===== src/rtl/orient_pkg.sv =====
package orient_pkg;

    localparam int NSTATE = 6;

    typedef logic [NSTATE-1:0] orient_t;

    localparam orient_t ST_LEFT  = 6'b100000;
    localparam orient_t ST_RIGHT = 6'b010000;
    localparam orient_t ST_DOWN  = 6'b001000;
    localparam orient_t ST_UP    = 6'b000100;
    localparam orient_t ST_FDOWN = 6'b000010;
    localparam orient_t ST_FUP   = 6'b000001;

    localparam int MAGW = 16;

    typedef struct packed {
        logic [MAGW-1:0] x;
        logic [MAGW-1:0] y;
    } inplane_mag_t;

    function automatic logic [MAGW-1:0] mag16(input logic signed [MAGW-1:0] v);
        logic signed [MAGW-1:0] n;
        n = -v;
        return v[MAGW-1] ? n : v;
    endfunction

endpackage


===== src/rtl/orient_classifier.sv =====
module orient_classifier
    import orient_pkg::*;
#(
    parameter int AW = 8
) (
    input  logic signed [AW-1:0] acc_x,
    input  logic signed [AW-1:0] acc_y,
    input  logic signed [AW-1:0] acc_z,
    input  logic [AW-1:0]        tilt_limit,
    input  logic [AW-1:0]        axis_enter,
    input  logic [AW-1:0]        axis_off,
    input  orient_t              cur,
    output orient_t              cand
);
    localparam int PADW = MAGW - AW;

    inplane_mag_t    m;
    logic [MAGW-1:0] plane_max;
    logic [MAGW-1:0] lim_w, ent_w, off_w;
    logic            flat, x_dom, y_dom;

    always_comb begin
        m.x       = mag16(MAGW'(acc_x));
        m.y       = mag16(MAGW'(acc_y));
        plane_max = (m.x > m.y) ? m.x : m.y;
        lim_w     = {{PADW{1'b0}}, tilt_limit};
        ent_w     = {{PADW{1'b0}}, axis_enter};
        off_w     = {{PADW{1'b0}}, axis_off};
        flat      = plane_max < lim_w;
        x_dom     = (m.x > ent_w) && (m.y < off_w);
        y_dom     = (m.y > ent_w) && (m.x < off_w);

        if (flat)
            cand = acc_z[AW-1] ? ST_FDOWN : ST_FUP;
        else if (x_dom)
            cand = acc_x[AW-1] ? ST_LEFT : ST_RIGHT;
        else if (y_dom)
            cand = acc_y[AW-1] ? ST_DOWN : ST_UP;
        else
            cand = cur;
    end

endmodule


===== src/rtl/orient_debounce.sv =====
module orient_debounce
    import orient_pkg::*;
#(
    parameter int DW = 8
) (
    input  logic          clk,
    input  logic          rst,
    input  logic          en,
    input  logic          evt,
    input  orient_t       cand,
    input  orient_t       cur,
    input  logic [DW-1:0] limit,
    output logic          accept
);
    localparam logic [DW:0] ONE = {{DW{1'b0}}, 1'b1};

    logic [DW-1:0] run_q;
    orient_t       last_q;
    logic [DW:0]   run_next;
    logic          differs;

    always_comb begin
        differs = (cand != cur);
        if (run_q != '0 && cand == last_q)
            run_next = {1'b0, run_q} + ONE;
        else
            run_next = ONE;
        accept = evt && differs && (run_next >= {1'b0, limit});
    end

    always_ff @(posedge clk) begin
        if (rst || !en) begin
            run_q  <= '0;
            last_q <= '0;
        end else if (evt) begin
            last_q <= cand;
            if (!differs || accept)
                run_q <= '0;
            else if (run_next[DW])
                run_q <= '1;
            else
                run_q <= run_next[DW-1:0];
        end
    end

endmodule


===== src/rtl/orient_state_regs.sv =====
module orient_state_regs
    import orient_pkg::*;
(
    input  logic    clk,
    input  logic    rst,
    input  logic    accept,
    input  orient_t cand,
    input  orient_t mask,
    output orient_t cur,
    output orient_t prev,
    output logic    chg,
    output logic    irq
);
    always_ff @(posedge clk) begin
        if (rst) begin
            cur  <= ST_LEFT;
            prev <= ST_LEFT;
            chg  <= 1'b0;
            irq  <= 1'b0;
        end else begin
            chg <= accept;
            irq <= accept && ((cand & mask) != '0);
            if (accept) begin
                prev <= cur;
                cur  <= cand;
            end
        end
    end

endmodule


===== src/rtl/orient_detector.sv =====
module orient_detector
    import orient_pkg::*;
#(
    parameter int AW = 8,
    parameter int DW = 8
) (
    input  logic                 clk,
    input  logic                 rst,
    input  logic                 enable,
    input  logic                 smp_valid,
    input  logic                 rd_hold,
    input  logic signed [AW-1:0] acc_x,
    input  logic signed [AW-1:0] acc_y,
    input  logic signed [AW-1:0] acc_z,
    input  logic [AW-1:0]        tilt_limit,
    input  logic [AW-1:0]        axis_enter,
    input  logic [AW-1:0]        axis_off,
    input  logic [DW-1:0]        dwell_count,
    input  logic [NSTATE-1:0]    state_mask,
    output logic [7:0]           cur_state,
    output logic [7:0]           prev_state,
    output logic                 change_pulse,
    output logic                 irq_pulse
);
    localparam int PADS = 8 - NSTATE;

    orient_t cur_q, prev_q, live_cand, pend_cand, evt_cand;
    logic    pend_v, evt, accept;

    orient_classifier #(.AW(AW)) u_cls (
        .acc_x      (acc_x),
        .acc_y      (acc_y),
        .acc_z      (acc_z),
        .tilt_limit (tilt_limit),
        .axis_enter (axis_enter),
        .axis_off   (axis_off),
        .cur        (cur_q),
        .cand       (live_cand)
    );

    always_ff @(posedge clk) begin
        if (rst || !enable) begin
            pend_v    <= 1'b0;
            pend_cand <= '0;
        end else if (rd_hold) begin
            if (smp_valid) begin
                pend_v    <= 1'b1;
                pend_cand <= live_cand;
            end
        end else begin
            pend_v <= 1'b0;
        end
    end

    always_comb begin
        evt      = enable && !rd_hold && (smp_valid || pend_v);
        evt_cand = smp_valid ? live_cand : pend_cand;
    end

    orient_debounce #(.DW(DW)) u_deb (
        .clk    (clk),
        .rst    (rst),
        .en     (enable),
        .evt    (evt),
        .cand   (evt_cand),
        .cur    (cur_q),
        .limit  (dwell_count),
        .accept (accept)
    );

    orient_state_regs u_st (
        .clk    (clk),
        .rst    (rst),
        .accept (accept),
        .cand   (evt_cand),
        .mask   (state_mask),
        .cur    (cur_q),
        .prev   (prev_q),
        .chg    (change_pulse),
        .irq    (irq_pulse)
    );

    assign cur_state  = {{PADS{1'b0}}, cur_q};
    assign prev_state = {{PADS{1'b0}}, prev_q};

endmodule


===== config.mk =====
export PLATFORM = sky130hd
export DESIGN_NAME = orient_detector
export DESIGN_NICKNAME = d
export VERILOG_FILES = /design/src/rtl/orient_pkg.sv /design/src/rtl/orient_classifier.sv /design/src/rtl/orient_debounce.sv /design/src/rtl/orient_state_regs.sv /design/src/rtl/orient_detector.sv
export SDC_FILE = /design/constraint.sdc
export NUM_CORES = 1
export LEC_CHECK = 0
export BUFFER_PORTS_ARGS = -buffer_cell sky130_fd_sc_hd__buf_2
export CAP_MARGIN = 15
export CELL_PAD_IN_SITES_DETAIL_PLACEMENT = 1
export CELL_PAD_IN_SITES_GLOBAL_PLACEMENT = 1
export CORE_MARGIN = 4
export CORE_UTILIZATION = 30
export DETAILED_ROUTE_END_ITERATION = 16
export PLACE_DENSITY_LB_ADDON = 0.1
export SETUP_SLACK_MARGIN = 0.4
export SKIP_LAST_GASP = 1
export SYNTH_ARGS = -nofsm -noshare
export SYNTH_HDL_FRONTEND = slang
export SYNTH_SLANG_ARGS = --single-unit
export TNS_END_PERCENT = 20

===== constraint.sdc =====
create_clock -name clk -period 9 [get_ports clk]
set_clock_uncertainty 0.05 [all_clocks]
set_input_delay 1.35 -clock clk [delete_from_list [all_inputs] [get_ports clk]]
set_output_delay 1.35 -clock clk [all_outputs]
set_load 0.02 [all_outputs]

==> impl_metrics.env <==
export IMPL_met1Wirelength_microns=6233
export IMPL_dp_hpwl_microns=11370
export IMPL_cts_sinks=35
export IMPL_combPwrFrac_pct=36.2
export IMPL_routabilityCongestion=0.8842
export IMPL_synthMuxAreaShare_pct=6.805
export IMPL_outcome="finished, final reports clean"
export IMPL_worstSetupPathType="in -> reg"
export IMPL_synthArstFlopShare_pct=0
export IMPL_p_sw_share_pct=33.37
export IMPL_wl_microns=13790
export IMPL_cp_required_ns=9.17
export IMPL_synth_area_sq_mm=0.004100
export IMPL_grt_pass1_vias=4318
export IMPL_diodes=0
export IMPL_synth_edff_count=0
export IMPL_path_max_fanout=11
export IMPL_synth_simple_gate_area_share_pct=23.86
export IMPL_yosysWarnings=0
export IMPL_wl_per_cell_microns=17.07
export IMPL_vias_per_cell=5.131
export IMPL_synth_ff_type="dfxtp_1"
export IMPL_setup_violations=0
export IMPL_cp_arrival_ns=8.29
export IMPL_synth_seq_cells=35
export IMPL_placed_cell_area_sq_mm=0.004776
export IMPL_clk_path_buf_depth=2
export IMPL_dp_cells=793
export IMPL_dr_wl_met2_microns=6768
export IMPL_cts_root_buf="clkbuf_16"
export IMPL_synth_largest_area_cell="ha_1"
export IMPL_synth_avg_cell_area_sq_um=7.707
export IMPL_crit_path_end_kind="flop"
export IMPL_area_growth_pct=22.34
export IMPL_syn_inst=532
export IMPL_synth_top_cell_area_share_pct=19.53
export IMPL_synth_top_family_by_area="simple AND/OR/NAND/NOR gates"
export IMPL_grt_max_degree=23
export IMPL_cts_made_buffers=5
export IMPL_p_total_w=0.0005552
export IMPL_power_per_cell_area_mw_per_mm2=110.7
export IMPL_fillers=1669
export IMPL_synth_top_cells_by_area="ha_1 (20%), dfxtp_1 (17%), mux2i_1 (4.9%), nor2_1 (4.5%), inv_1 (4.3%)"
export IMPL_internal_power_w=0.0003699
export IMPL_fp_row_count=42
export IMPL_cts_tree="done"
export IMPL_seq_power_share_pct=28.4
export IMPL_holdBufCountCts=0
export IMPL_setup_tns_final_ns=0
export IMPL_nets=762
export IMPL_port_buffers=73
export IMPL_peakVddDrop_uv=69.47
export IMPL_vias=4146
export IMPL_dr_pass1_iters=5
export IMPL_final_area_sq_mm=0.005016
export IMPL_clock_latency_ns=0.28
export IMPL_relSlewSlack_pct=58.18
export IMPL_min_period_ns=8.121
export IMPL_grt_overflow=0
export IMPL_hold_slack_ns=0.4336
export IMPL_die_area_sq_mm=0.01560
export IMPL_top_layer_used="met4"
export IMPL_max_stage_delay_ns=0.35
export IMPL_drv_slew=0
export IMPL_initial_core_util_pct=30.84
export IMPL_worst_pin_slew_ns=0.6216
export IMPL_drive_above_1_share_pct=20.41
export IMPL_min_period_over_period_pct=90.23
export IMPL_ff_latch_area_sq_um=700.7
export IMPL_final_cell_count_no_fill=808
export IMPL_die_h_microns=124.9
export IMPL_power_switching_w=0.0001852
export IMPL_synth_adder_area_share_pct=19.53
export IMPL_die_x_microns=124.9
export IMPL_multi_input_area_sq_mm=0.003203
export IMPL_cp_slowest_cell="mux2_2"
export IMPL_critPathMostFrequentCell="a21o_1"
export IMPL_power_leakage_nw=2.505
export IMPL_synthXorXnorAreaFrac_pct=4.699
export IMPL_synth_compound_area_share_pct=21.12
export IMPL_postRouteAntennaNets=0
export IMPL_antenna_found_initial=0
export IMPL_core_sq_mm=0.01330
export IMPL_first_iter_violations=97
export IMPL_hold_viol_final=0
export IMPL_drcViolationCount=0
export IMPL_rsz0062_at_grt="no"
export IMPL_synth_seq_area_share_pct=17.09
export IMPL_met3_length_microns=556
export IMPL_critPathLaunchType="input port"
export IMPL_hold_path_class="reg -> reg"
export IMPL_clockPowerShare_pct=35.4
export IMPL_h_tree_depth=2
export IMPL_grt_use_total_pct=16.78
export IMPL_maxCapViolations=0
export IMPL_clk_pin_slew_ns=0.06
export IMPL_grt_pass1_wl_microns=21840
export IMPL_io_pins=85
export IMPL_max_freq_mhz=123.1
export IMPL_ys_types=71
## metrics by stage
stage                     setup slack (ns)  utilization (%)
final                               0.8789            37.73
after global routing                0.3869            37.73
after CTS                           0.5994            37.19
after detailed placement            0.3445            35.92
after global placement              0.4893            35.92
after floorplan                     0.8459                -
## power by group through the flow
stage,Sequential (W),Combinational [W],Clock [W]
final,0.000158,0.000201,0.000197
after floorplan,0.000161,0.000127,0
after detailed placement,0.000161,0.000192,0
after global routing,0.000158,0.000226,0.000208
after global placement,0.000161,0.000185,0
after CTS,0.000158,0.000193,0.000202
## cell usage in the layout (no fill, tap or decap), drive strengths merged, types with 8 or more instances in the layout
cell    instances
o21ai          23
nor3           15
ha             64
nor2b           8
conb           18
nand3          11
a211oi         11
nand4           9
a21o           11
inv            48
dfxtp          35
xnor2          15
a21oi          31
and3           12
a31oi          11
nand2b         18
buf            95
nand2          36
mux2i          20
nor2           49
## routing by layer
layer / track usage (%) / vias up
met4: 3.827 / 0
li1: - / 2092
met3: 2.358 / 17
met5: 0 / -
met1: 20.79 / 1949
met2: 30.76 / 88
## flip-flops by register name, summed over array words and instances, names as in the netlist
| register | count |
|---|---|
| u_st.irq | 1 |
| u_st.chg | 1 |
| u_st.prev | 6 |
| u_st.cur | 6 |
| pend_v | 1 |
| pend_cand | 6 |
| u_deb.last_q | 6 |
| u_deb.run_q | 8 |
## what timing repair did
action | in CTS | in global routing
setup endpoints to repair | 0 | 21
endpoints found under the hold margin | 0 | 0
gates resized for setup | 0 | 6
setup buffers | 0 | 7
## cells by family (layout without fill, tap and decap cells)
kind of cell	after synthesis	in the layout
AND/OR/NAND/NOR	189	189
XOR/XNOR	22	22
buffers and inverters	67	151
adder cells (fa/ha/maj)	64	64
other	2	18
flip-flops	35	35
multiplexers	27	27
AO/OA/AOI/OAI	126	126
## path summary, 6_finish.rpt
path,start,end,slack [ns],cells past startpoint
worst min register to register,u_st.prev[0],u_st.prev[0],0.43,2
worst max-delay path,acc_x[0],u_deb.run_q[6],0.88,37
worst min-delay path,u_st.prev[0],u_st.prev[0],0.43,2
worst max register to register,u_deb.run_q[0],u_deb.run_q[6],4.34,24
## cell usage after synthesis (4+ instances only)
cell	n
ha_1	64
o21ai_1	4
nor4_1	6
o31ai_1	4
a31oi_1	11
and2_1	7
o21ai_0	18
nand2_1	36
o211ai_1	6
nor2b_1	8
xnor2_1	15
a21oi_1	27
inv_1	47
and3_1	12
nor3_1	14
clkbuf_1	12
mux2i_1	20
xor2_1	7
nor2_1	49
nand2b_1	18
dfxtp_1	35
a211oi_1	10
nand3_1	11
a21o_1	11
nand4_1	9
buf_4	4
mux2_2	7
## critical path: cells and delay by family
family / cells / cell delay, ns
xor gates and xnor gates: 2 / 0.31
muxes: 1 / 0.35
buffers and inverters: 6 / 1.06
AOI/OAI and AO/OA: 17 / 2.83
and+or+nand+nor: 7 / 1.29
adders and majority gates: 4 / 1.09
## final cells by class
type	instances	area share, %
Clock inverter	3	0.8730
Inverter	48	3.592
Sequential cell	35	13.97
Timing Repair Buffer	95	10.83
Multi-Input combinational cell	446	63.86
Tap cell	176	4.390
Clock buffer	5	2.494
(Power assumes the default switching activity.)
